==> src/rtl/tlbpair_pkg.sv <==
package tlbpair_pkg;

    localparam int WORD_W = 64;
    localparam int PFNX_W = 25;
    localparam int PFN_W  = 24;
    localparam int CA_W   = 3;
    localparam int FILL_W = WORD_W - 2 - PFNX_W - PFN_W - CA_W - 3;
    localparam int NREG   = 2;

    typedef struct packed {
        logic              rd_inh;
        logic              ex_inh;
        logic [FILL_W-1:0] fill;
        logic [PFNX_W-1:0] pfn_ext;
        logic [PFN_W-1:0]  pfn;
        logic [CA_W-1:0]   cattr;
        logic              dirty;
        logic              valid;
        logic              glob;
    } pte_lo_t;

    // Value stored after a software write, given the current content.
    function automatic pte_lo_t sw_merge(pte_lo_t old, pte_lo_t wr,
                                         logic ri_en, logic xi_en, logic lpa);
        pte_lo_t n;
        n         = wr;
        n.rd_inh  = ri_en ? wr.rd_inh : 1'b0;
        n.ex_inh  = xi_en ? wr.ex_inh : 1'b0;
        n.fill    = '0;
        n.pfn_ext = lpa ? wr.pfn_ext : old.pfn_ext;
        return n;
    endfunction

    // Value stored when the TLB read path loads a register.
    function automatic pte_lo_t tlb_merge(pte_lo_t old, pte_lo_t ld,
                                          logic g, logic lpa);
        pte_lo_t n;
        n         = ld;
        n.fill    = '0;
        n.glob    = g;
        n.pfn_ext = lpa ? ld.pfn_ext : old.pfn_ext;
        return n;
    endfunction

    // Externally visible form of a stored register.
    function automatic pte_lo_t read_view(pte_lo_t q, logic lpa);
        pte_lo_t v;
        v      = q;
        v.fill = '0;
        if (!lpa) v.pfn_ext = '0;
        return v;
    endfunction

endpackage

==> src/rtl/tlbpair_reg.sv <==
module tlbpair_reg
    import tlbpair_pkg::*;
(
    input  logic    clk,
    input  logic    rst,
    input  logic    wr_en,
    input  pte_lo_t wr_word,
    input  logic    ld_en,
    input  pte_lo_t ld_word,
    input  logic    ld_glob,
    input  logic    ri_en,
    input  logic    xi_en,
    input  logic    lpa,
    output pte_lo_t q
);

    always_ff @(posedge clk) begin
        if (rst)
            q <= '0;
        else if (ld_en)
            q <= tlb_merge(q, ld_word, ld_glob, lpa);
        else if (wr_en)
            q <= sw_merge(q, wr_word, ri_en, xi_en, lpa);
    end

    a_r4_ri_gated: assert property (@(posedge clk) disable iff (rst)
        (wr_en && !ld_en && !ri_en) |=> !q.rd_inh);

    a_r5_xi_gated: assert property (@(posedge clk) disable iff (rst)
        (wr_en && !ld_en && !xi_en) |=> !q.ex_inh);

    a_r6_ext_hold: assert property (@(posedge clk) disable iff (rst)
        (wr_en && !ld_en && !lpa) |=> (q.pfn_ext == $past(q.pfn_ext)));

    a_r9_glob_load: assert property (@(posedge clk) disable iff (rst)
        ld_en |=> (q.glob == $past(ld_glob)));

    a_r3_fill_clear: assert property (@(posedge clk) disable iff (rst)
        (wr_en || ld_en) |=> (q.fill == '0));

endmodule

==> src/rtl/tlbpair_view.sv <==
module tlbpair_view
    import tlbpair_pkg::*;
(
    input  pte_lo_t even_q,
    input  pte_lo_t odd_q,
    input  logic    lpa,
    input  logic    rsel,
    output pte_lo_t rd_view,
    output pte_lo_t w_even,
    output pte_lo_t w_odd,
    output logic    w_glob
);

    always_comb begin
        w_even  = read_view(even_q, lpa);
        w_odd   = read_view(odd_q, lpa);
        rd_view = rsel ? w_odd : w_even;
        w_glob  = even_q.glob & odd_q.glob;
    end

endmodule

==> src/rtl/tlbpair_top.sv <==
module tlbpair_top
    import tlbpair_pkg::*;
(
    input  logic              clk,
    input  logic              rst,
    input  logic              rd_inh_en,
    input  logic              ex_inh_en,
    input  logic              lpa_en,
    input  logic              sw_we,
    input  logic              sw_sel,
    input  logic [WORD_W-1:0] sw_wdata,
    input  logic              sw_rsel,
    output logic [WORD_W-1:0] sw_rdata,
    output logic [WORD_W-1:0] tlbw_even,
    output logic [WORD_W-1:0] tlbw_odd,
    output logic              tlbw_glob,
    input  logic              tlbr_load,
    input  logic [WORD_W-1:0] tlbr_even,
    input  logic [WORD_W-1:0] tlbr_odd,
    input  logic              tlbr_glob
);

    pte_lo_t q   [NREG];
    pte_lo_t ldw [NREG];
    pte_lo_t rv, we_v, wo_v;

    assign ldw[0] = pte_lo_t'(tlbr_even);
    assign ldw[1] = pte_lo_t'(tlbr_odd);

    for (genvar i = 0; i < NREG; i++) begin : g_reg
        tlbpair_reg u_reg (
            .clk     (clk),
            .rst     (rst),
            .wr_en   (sw_we && (sw_sel == 1'(i))),
            .wr_word (pte_lo_t'(sw_wdata)),
            .ld_en   (tlbr_load),
            .ld_word (ldw[i]),
            .ld_glob (tlbr_glob),
            .ri_en   (rd_inh_en),
            .xi_en   (ex_inh_en),
            .lpa     (lpa_en),
            .q       (q[i])
        );
    end

    tlbpair_view u_view (
        .even_q  (q[0]),
        .odd_q   (q[1]),
        .lpa     (lpa_en),
        .rsel    (sw_rsel),
        .rd_view (rv),
        .w_even  (we_v),
        .w_odd   (wo_v),
        .w_glob  (tlbw_glob)
    );

    assign sw_rdata  = rv;
    assign tlbw_even = we_v;
    assign tlbw_odd  = wo_v;

    a_r2_other_kept: assert property (@(posedge clk) disable iff (rst)
        (sw_we && !tlbr_load) |=> (q[!$past(sw_sel)] == $past(q[!sw_sel])));

    a_r8_glob_pair: assert property (@(posedge clk) disable iff (rst)
        tlbw_glob |-> (sw_rsel ? tlbw_odd[0] : tlbw_even[0]) && sw_rdata[0]);

    a_r10_load_wins: assert property (@(posedge clk) disable iff (rst)
        (tlbr_load && sw_we) |=> (q[0].glob == $past(tlbr_glob)) && (q[1].glob == $past(tlbr_glob)));

    a_r1_reset_zero: assert property (@(posedge clk)
        $past(rst) |-> (tlbw_even == '0) && (tlbw_odd == '0) && !tlbw_glob);

endmodule

==> config.mk <==
export PLATFORM = sky130hd
export DESIGN_NAME = tlbpair_top
export DESIGN_NICKNAME = d
export VERILOG_FILES = /design/src/rtl/tlbpair_pkg.sv /design/src/rtl/tlbpair_reg.sv /design/src/rtl/tlbpair_view.sv /design/src/rtl/tlbpair_top.sv
export SDC_FILE = /design/constraint.sdc
export NUM_CORES = 1
export LEC_CHECK = 0
export BUFFER_PORTS_ARGS = -buffer_cell sky130_fd_sc_hd__buf_2
export CAP_MARGIN = 25
export CORE_AREA = 2 2 152 154
export CTS_CLUSTER_DIAMETER = 60
export DETAILED_ROUTE_END_ITERATION = 10
export DIE_AREA = 0 0 154 156
export GPL_TIMING_DRIVEN = 1
export PLACE_DENSITY = 0.65
export SLEW_MARGIN = 10
export SYNTH_ARGS = -nofsm -noshare
export SYNTH_HDL_FRONTEND = slang
export SYNTH_SLANG_ARGS = --single-unit
export TNS_END_PERCENT = 10
==> constraint.sdc <==
create_clock -name clk -period 1.1 [get_ports clk]
set_clock_uncertainty 0.05 [all_clocks]
set_input_delay 0 -clock clk [delete_from_list [all_inputs] [get_ports clk]]
set_output_delay 0 -clock clk [all_outputs]
set_load 0.01 [all_outputs]
# After elaboration in Yosys (flattened, before gate mapping)
# Index checks and enable logic that the tools add are counted.
# classes
add_sub_neg	0
multipliers	0
div	0
order_cmp	0
n_eq_ne	3
n_shift	0
muxes	12
bitwise_logic	2
n_reduce_logical	6
# op_table
cell	count
$mux W64	5
$mux W25	5
$ne A2 B2 Y1 const B	3
$reduce_and A3 Y1	2
$reduce_bool A2 Y1	2
$logic_and A1 B1 Y1	2
$mux W1	2
$and A1 B1 Y1	1
$not A1 Y1	1
# totals
reg_bits	114
latchBits	0
mem_bits_rw	0
romBits	0
output_inout_bits	193
wordCells	39
mem_count	0

# Longest topological paths before layout
# Gate-level depths: netlist (run 1).
# logic_depth
word_depth	4
ltp_mapped	7
ltp_nobuf	3

# Hierarchy
# Synthesis (run 1) repeated with hierarchy kept, for this count alone.
# unflattened
cells_unflattened	774
area_unflattened_um2	8060.2
# modules_own_cells
mod	instances	cells_per_inst	area_each_um2	seq_area_each_um2
tlbpair_reg	2	269	3035.4	1141.1
tlbpair_view	1	234	1973.1	0.0
tlbpair_top	1	2	16.3	0.0

# Least setup slack after synthesis (run 1)
# Ideal clock, no wire load.
# synth_path
path_kind	input port to flip-flop
from	in sw_we
to	reg, netlist name g_reg[0].u_reg.q[33]
setup_time_ps	121
arrival_ps	1061
required_ps	929
setup_slack_ps	-132
path_stages	6
path_buffers	3
cell_sequence	buf_6 nor2b_1 buf_6 o21ai_4 buf_6 mux2_2
# synth_between
elab_chain_len	3
# synth_rtl
element	line_no	text
from (decl)	tlbpair_top.sv:9	input logic sw_we,
$logic_and A1 B1 Y1 (*)	tlbpair_top.sv:34	.wr_en (sw_we && (sw_sel == 1'(i))),
$ne A2 B2 Y1 (no source line) / $reduce_bool A2 Y1 (equally long branches)	-	
$reduce_and A3 Y1 (no source line) (*)	-	
# Every way passes the cells marked *; elsewhere a longest branch is shown, timed or not.
# A chain may end at the register's enable or synchronous reset.

# Worst setup path in the final report (run 1)
# layout_path
from	reg, netlist name g_reg[0].u_reg.q[47]
to	out sw_rdata[47]
# layout_between
elab_chain_len	2
# layout_rtl
element	line_no	text
$mux W25	tlbpair_pkg.sv:50	if (!lpa) v.pfn_ext = '0;
$mux W64	tlbpair_view.sv:17	rd_view = rsel ? w_odd : w_even;
to (decl)	tlbpair_top.sv:13	output logic [WORD_W-1:0] sw_rdata,
# No other way between the ends.

==> results of run 1 <==
-- Yosys cell counts, types with 2 or more instances --
| master | instances | area [um2] |
|---|---|---|
| dfxtp_1 | 114 | 2280 |
| nand2_1 | 92 | 345 |
| buf_4 | 87 | 653 |
| nor2_1 | 83 | 312 |
| mux2_2 | 82 | 923 |
| a311oi_1 | 58 | 508 |
| and2_1 | 51 | 319 |
| mux2i_1 | 51 | 510 |
| clkbuf_1 | 38 | 143 |
| a21oi_1 | 31 | 155 |
| nand3_1 | 31 | 155 |
| nor2b_1 | 26 | 163 |
| buf_2 | 22 | 110 |
| a211oi_2 | 20 | 250 |
| buf_6 | 9 | 101 |
| a211oi_1 | 5 | 37.5 |
| buf_1 | 4 | 15.0 |
| a22oi_1 | 2 | 15.0 |
| a32oi_1 | 2 | 17.5 |
| and3b_1 | 2 | 17.5 |
-- logic make-up after synthesis --
kind of cell           after synthesis
AND/OR/NAND/NOR                    287
buffers and inverters              161
multiplexers                       133
AO/OA/AOI/OAI                      122
flip-flops                         114
other                                1
-- worst paths after layout --
| path | startpoint | end | slack [ps] | cells after the start |
|---|---|---|---|---|
| worst min-delay path | sw_wdata[63] | g_reg[0].u_reg.q[63] | 60 | 4 |
| worst max register to register | g_reg[0].u_reg.q[43] | g_reg[0].u_reg.q[43] | 100 | 3 |
| worst max-delay path | g_reg[0].u_reg.q[47] | sw_rdata[47] | -230 | 3 |
| worst min register to register | g_reg[1].u_reg.q[62] | g_reg[1].u_reg.q[62] | 410 | 2 |
-- power by group --
part           total [mW]  switching, mW  internal [mW]  leakage (nW)
clock network        5.20           2.02           3.18         0.267
logic                3.75           1.72           2.03          4.54
registers            4.72          0.223           4.50         0.975
-- what timing repair did --
item                                    in CTS  in global routing
pin swaps                                    0                  0
resized for setup                          174                 81
endpoints found under the setup margin      81                103
hold endpoints to repair                   114                  0
setup buffers                                2                  2
hold buffers                               169                  0
-- critical path, stage by stage (launching register included) --
cell     delay (ps)
dfxtp_1         320
and2_4          150
mux2_4          280
buf_6           120
-- metal layers --
| metal | vias up | GRT usage | share of wire | routed length, um |
|---|---|---|---|---|
| li1 | 3691 | - | - | - |
| met1 | 3838 | 0.259 | 0.39 | 11500 |
| met2 | 486 | 0.417 | 0.49 | 14500 |
| met3 | 76 | 0.0550 | 0.081 | 2380 |
| met4 | 2 | 0.0912 | 0.032 | 949 |
| met5 | - | 0 | 0.00044 | 13 |
-- through the flow --
stage	cell area, um2	setup TNS, ps	hold WS (ps)	setup slack (ps)
finish	12100	-8560	55.7	-225
global route	12100	-11580	39.9	-264
CTS	11900	-9860	19.7	-235
detailed placement	9020	-11940	230	-255
global placement	9020	-9490	222	-190
floorplan	7180	-2760	106	-120
-- cell usage in the layout (no fill, tap or decap) --
cell             n
buf_2          289
dlygate4sd3_1  169
dfxtp_2         96
nand2_1         92
nor2_1          83
buf_4           65
buf_6           57
a311oi_1        52
mux2i_1         51
mux2_4          48
and2_4          47
mux2_2          34
nand3_1         31
a21oi_1         31
nor2b_1         25
conb_1          21
a211oi_2        20
dfxtp_1         18
clkbuf_16       17
buf_12          16
clkinv_2         6
a311oi_2         6
and2_1           5
a211oi_1         5
and3b_1          2
a22oi_1          2
a32oi_1          2
clkbuf_8         2
clkinvlp_4       2
clkinv_4         2
nor2b_4          1
o21ai_4          1
nand2b_1         1
a21o_1           1
o21bai_1         1
a31oi_1          1
bufinv_16        1
clkbuf_1         1
-- cell type report --
type / count / area (um2)
multi-input combinational: 563 / 4200
clock buffer: 20 / 457
fill: 1805 / 10300
timing repair buffer: 596 / 4590
inverter: 1 / 5.00
tap: 285 / 357
sequential: 114 / 2400
clock inverter: 10 / 87.6
==> out/results.txt, run 1 <==
Final #Nets: 1495
Main synth FF type: dfxtp_1
fmax: 754 MHz
CP endpoint kind: primary output
Routed Antenna Nets: 0
clk slew on worst S/H paths: 60 ps
distinct cell type count after synthesis: 28
DR DRC count: 0
max reg flops: 114
area fraction in compound gates after synthesis: 0.144
routed len/inst: 18.5 um
post-synthesis sequential area ratio: 0.322
DR pass1 iterations: 7
status: finished with violations
Buffers on Ports: 350
cells after synthesis: 818
Max Cap Viol: 0
final hold vios: 0
CTS tree: done
Finished Core Util: 0.541
HP Class: in -> reg
main combinational cell family by area after synthesis: multiplexers
Die H: 156 um
die area: 24000 um2
starting DRC count in detailed routing: 558
CTS Buf Count: 17
Leakage: 5.79 nW
Regs by FF count: g.u_reg.q (114)
Syn. warnings: 0
ratio of cells with drive above 1 in the final layout: 0.544
period utilization: 1.20
Worst Path Class, Setup: reg -> out
Finished Layout Cells: 1589
num ports: 395
Seq cells post-synth: 114
Clock Tree Buf Depth: 2
Ant. Diodes: 0
root buf cell: clkbuf_16
GR Util All Layers: 0.230
HPWL Detailed: 17500 um
final setup fails: 76
largest net degree at the start of global routing: 68
Largest Register: g.u_reg.q
Synth Area in Adders: 0
CP arrival: 1280 ps
Avg Cell Area, Syn: 8.67 um2
XOR/XNOR share of the synthesized area: 0
multiplexer area fraction after synthesis: 0.202
failing checks: setup timing
Layout area overhead: 70.5%
synthesized cell area: 7090 um2
gr ovfl total: 0
number of global-route vias before repair: 8121
Worst EP required: 1050 ps
post-DR vias/cell: 5.09
cell count after placement: 1386
RePlAce Congestion: 0.798
antenna violations before repair: 1
total wire length: 29400 um
Period minus WS final: 1330 ps
RSZ-0062 raised after global routing: true
Worst-Skew Late Latency: 400 ps
core box area: 22400 um2
number of synthesized flops with an enable pin: 0
via count: 8093
PnR Total Power: 13.7 mW
Initial Utilization: 0.317
Crit Path Max Fanout: 2
PnR worst setup slack: -225 ps
Pins Over Slew Limit: 0
row count: 55
first-pass GRT wire length: 43900 um
Critical Path Start Type: flop
clk sinks: 114
simple-gate share of the synthesized area: 0.187
Power Density: 1130 nW/um2
FFs w/ async S/R, synth: 0
DIE WIDTH: 154 um
Max VDD drop: 0.691 mV
H-tree Lvls: 4
Power figures use the tool's default switching activity.
==> run 2, diff against run 1 <==
PLACE_DENSITY = 0.63   (was 0.65)
clock period = 1.7 ns   (was 1.1 ns; I/O delays follow)
==> run 2 against run 1 <==
Compared with the run above:
- the run now ends clean
- clock power is 18% lower
- first-iteration DRC count is 29% lower
- non-clock buffer count is 2 higher
- clock-buffer cell count stayed put
- setup slack better by 360 ps
- cell count is 0.25% higher
- flip-flop and latch count stayed put
- power is 31% lower
- wire length is 10% lower
- largest cell class unchanged
- largest power group unchanged
- highest routed layer is now met4
==> out/results.txt, run 2 (same netlist as run 1, synthesis figures left out) <==
die area: 24000 um2
Crit Path Max Fanout: 32
starting DRC count in detailed routing: 395
num ports: 395
clk sinks: 114
CP arrival: 1820 ps
Max VDD drop: 0.468 mV
antenna violations before repair: 0
DIE WIDTH: 154 um
status: finished, final reports clean
HPWL Detailed: 16300 um
core box area: 22400 um2
CTS Buf Count: 17
Worst EP required: 1950 ps
final setup fails: 0
root buf cell: clkbuf_16
Routed Antenna Nets: 0
Worst-Skew Late Latency: 410 ps
most frequent cells in the layout: buf_2, dlygate4sd3_1, dfxtp_1
RePlAce Congestion: 0.766
CP endpoint kind: flop
CTS tree: done
Critical Path Start Type: primary input
max reg flops: 114
Regs by FF count: g.u_reg.q (114)
period utilization: 0.923
RSZ-0062 raised after global routing: false
R2R setup slack: 270 ps
most common cell after layout, fill and taps aside: buf_2
row count: 55
Die H: 156 um
Max Cap Viol: 0
Pins Over Slew Limit: 0
Initial Utilization: 0.317
Worst Path Class, Setup: in -> reg
ratio of cells with drive above 1 in the final layout: 0.400
setup TNS: 0 ps
Ant. Diodes: 0
post-DR vias/cell: 4.87
clk slew on worst S/H paths: 60 ps
Final #Nets: 1497
via count: 7752
routed len/inst: 16.6 um
gr ovfl total: 0
Final Cell Area: 11500 um2
Period minus WS final: 1570 ps
Largest Register: g.u_reg.q
total wire length: 26400 um
DR DRC count: 0
Clock Tree Buf Depth: 2
DR pass1 iterations: 5
GR Util All Layers: 0.212
Buffers on Ports: 350
final hold vios: 0
H-tree Lvls: 4
Leakage: 5.58 nW
first-pass GRT wire length: 40400 um
post-CTS setup buffers: 0
fmax: 637 MHz
Power Density: 819 nW/um2
DP Area: 8680 um2
HP Class: in -> reg
Fin Hold WS: 39.0 ps
largest net degree at the start of global routing: 58
number of global-route vias before repair: 7707
Layout area overhead: 62.2%
## run 2: cell types whose count changed in the layout (fill, tap and decap cells not counted), sizes merged
cell         before  now
buf             427  385
inv               0    1
bufinv            1    6
clkinv            8    4
dlygate4sd3     169  213
## run 2: repair_timing
| action | CTS | global route |
|---|---|---|
| hold buffers | 213 | 0 |
| endpoints found under the hold margin | 114 | 0 |
| resized for setup | 0 | 0 |
## run 2: per-layer routing
metal / vias up / GRT usage / wire length, um / part of all wire
met5: - / 0 / 0 / 0
met4: 0 / 0.0659 / 419 / 0.016
met3: 34 / 0.0511 / 1820 / 0.069
met2: 353 / 0.387 / 13200 / 0.50
met1: 3655 / 0.245 / 11000 / 0.42
li1: 3710 / - / - / -
## run 2: worst max-delay path, cell delays in order
cell and delay [ps]:
buf_4 230, clkinv_2 410, buf_12 320, o21bai_1 200, a31oi_1 70, dlygate4sd3_1 560
## run 2: through the flow
step	setup slack [ps]	util	total power, mW	cells
2_1_floorplan	468	-	4.18	838
3_3_place_gp	243	0.388	4.73	1348
3_5_place_dp	229	0.388	4.75	1348
4_1_cts	116	0.514	9.47	1593
5_1_grt	20.1	0.514	9.85	1593
6_report	131	0.514	9.42	1593
## run 2: worst paths after layout
| check | start | to | depth (start not counted) |
|---|---|---|---|
| worst max-delay path | tlbr_load | g_reg[0].u_reg.q[0] | 6 |
| worst min-delay path | sw_we | g_reg[1].u_reg.q[3] | 4 |
| worst max register to register | g_reg[1].u_reg.q[29] | g_reg[1].u_reg.q[29] | 3 |
| worst min register to register | g_reg[0].u_reg.q[62] | g_reg[0].u_reg.q[62] | 2 |
## run 2: final cells by class
class	instances	area (um2)
multi-input combinational	563	3870
clock inverter	12	226
sequential	114	2280
timing repair buffer	598	4300
fill	1972	10900
tap	285	357
clock buffer	20	467
inverter	1	5.00
## run 2: power by group
group	total, mW	switching (mW)	internal (mW)	leakage, nW
Clock	4.24	1.36	2.88	0.333
Sequential	3.00	0.124	2.87	0.945
Combinational	2.19	1.01	1.17	4.30
==> run 3, diff against run 2 <==
CORE_AREA = 2 2 151 153   (was 2 2 152 154)
DIE_AREA = 0 0 153 155   (was 0 0 154 156)
MAX_ROUTING_LAYER = met4   (was not set)
RECOVER_POWER = 25   (was not set)
==> run 3 against run 2 <==
Compared with the run above:
- core utilization down 0.58 points
- critical path type is now reg -> reg
- highest routed layer unchanged
- via count shrank 0.44%
- register-to-register slack lost 60 ps
==> out/results.txt, run 3 (same netlist as run 1, synthesis figures left out) <==
status: finished, final reports clean
first-pass GRT wire length: 41300 um
Filler Cell Count: 2047
CTS Buf Count: 17
number of global-route vias before repair: 7838
Fin Hold WS: 108 ps
fmax: 671 MHz
most frequent cells in the layout: buf_2, dlygate4sd3_1, dfxtp_1
sequential share of power: 0.332
total wire length: 26500 um
Power Density: 798 nW/um2
routed len/inst: 16.6 um
final hold vios: 0
footprint of the multi-input gates: 3870 um2
Period minus WS final: 1490 ps
PnR worst setup slack: 211 ps
Routed Antenna Nets: 0
period utilization: 0.876
HP Class: in -> reg
Comb power frac: 0.238
sw frac: 0.280
die area: 23700 um2
largest net degree at the start of global routing: 60
internal power: 6.50 mW
DR DRC count: 0
Final #Nets: 1494
Max Cap Viol: 0
Crit Path Max Fanout: 3
Clk network pwr share: 0.430
row count: 55
HPWL Detailed: 16600 um
post-CTS setup buffers: 0
starting DRC count in detailed routing: 394
Buffers on Ports: 350
Layout area overhead: 59.4%
GR Util All Layers: 0.224
Initial Utilization: 0.319
CP arrival: 1770 ps
most common cell after layout, fill and taps aside: buf_2
final setup fails: 0
ratio of cells with drive above 1 in the final layout: 0.343
Leakage: 5.28 nW
DIE WIDTH: 153 um
switching pwr: 2.53 mW
via count: 7718
PnR Total Power: 9.03 mW
CTS tree: done
antenna violations before repair: 1
register area: 2280 um2
RSZ-0062 raised after global routing: false
Post-Place Worst Slack: 366 ps
Pins Over Slew Limit: 0
root buf cell: clkbuf_16
core box area: 22200 um2
Worst EP required: 1980 ps
post-DR vias/cell: 4.85
clk sinks: 114
clk slew on worst S/H paths: 60 ps
CP endpoint kind: flop
setup TNS: 0 ps
Largest Register: g.u_reg.q
max reg flops: 114
Max VDD drop: 0.538 mV
Regs by FF count: g.u_reg.q (114)
Worst-Skew Late Latency: 410 ps
Die H: 155 um
gr ovfl total: 0
RePlAce Congestion: 0.804
Worst Path Class, Setup: reg -> reg
num ports: 395
H-tree Lvls: 4
DR pass1 iterations: 5
Clock Tree Buf Depth: 2
Critical Path Start Type: flop
-- run 3: repair_timing --
item / 4_1_cts / 5_1_grt
endpoints found under the hold margin: 114 / 0
resized for setup: 0 / 0
hold buffers: 220 / 0
-- run 3: path summary, 6_finish.rpt --
| check | startpoint | slack, ps | end | depth (start not counted) |
|---|---|---|---|---|
| setup reg to reg | g_reg[0].u_reg.q[20] | 210 | g_reg[0].u_reg.q[20] | 3 |
| hold reg to reg | g_reg[1].u_reg.q[62] | 430 | g_reg[1].u_reg.q[62] | 2 |
| setup / recovery | g_reg[0].u_reg.q[20] | 210 | g_reg[0].u_reg.q[20] | 3 |
| hold / removal | tlbr_load | 110 | g_reg[0].u_reg.q[50] | 3 |
-- run 3: final cells by class --
class | instances | area share
repair buffers | 595 | 0.368
well taps | 285 | 0.0315
flip-flops and latches | 114 | 0.202
clock inverters | 13 | 0.0163
inverters | 1 | 0.000443
clock buffers | 19 | 0.0392
multi-input cells | 563 | 0.342
diodes | 1 | 0.000221
-- run 3: power by group through the flow --
stage	sequential (mW)	clock, mW	combinational [mW]
floorplan	3.01	0	1.17
global placement	3.04	0	1.66
detailed placement	3.05	0	1.67
CTS	2.99	3.98	2.14
global route	3.02	4.13	2.33
finish	3.00	3.88	2.15
-- run 3: metal layers --
layer | part of all wire | track usage | wire (um) | vias to the layer above
li1 | - | - | - | 3701
met1 | 0.41 | 0.255 | 11000 | 3668
met2 | 0.51 | 0.399 | 13500 | 321
met3 | 0.058 | 0.0443 | 1520 | 28
met4 | 0.019 | 0.0648 | 515 | 0
met5 | 0 | - | 0 | -
-- run 3: worst max-delay path, cell delays in order, from the launching register on --
cell and delay, ps:
dfxtp_1 380, nand2_1 70, a311oi_1 300, dlygate4sd3_1 630
-- run 3: through the flow --
step,instances,util,instance area (um2)
floorplan,838,-,7170
global placement,1338,0.385,8560
detailed placement,1338,0.385,8560
CTS,1590,0.512,11400
global route,1591,0.509,11300
finish,1591,0.509,11300
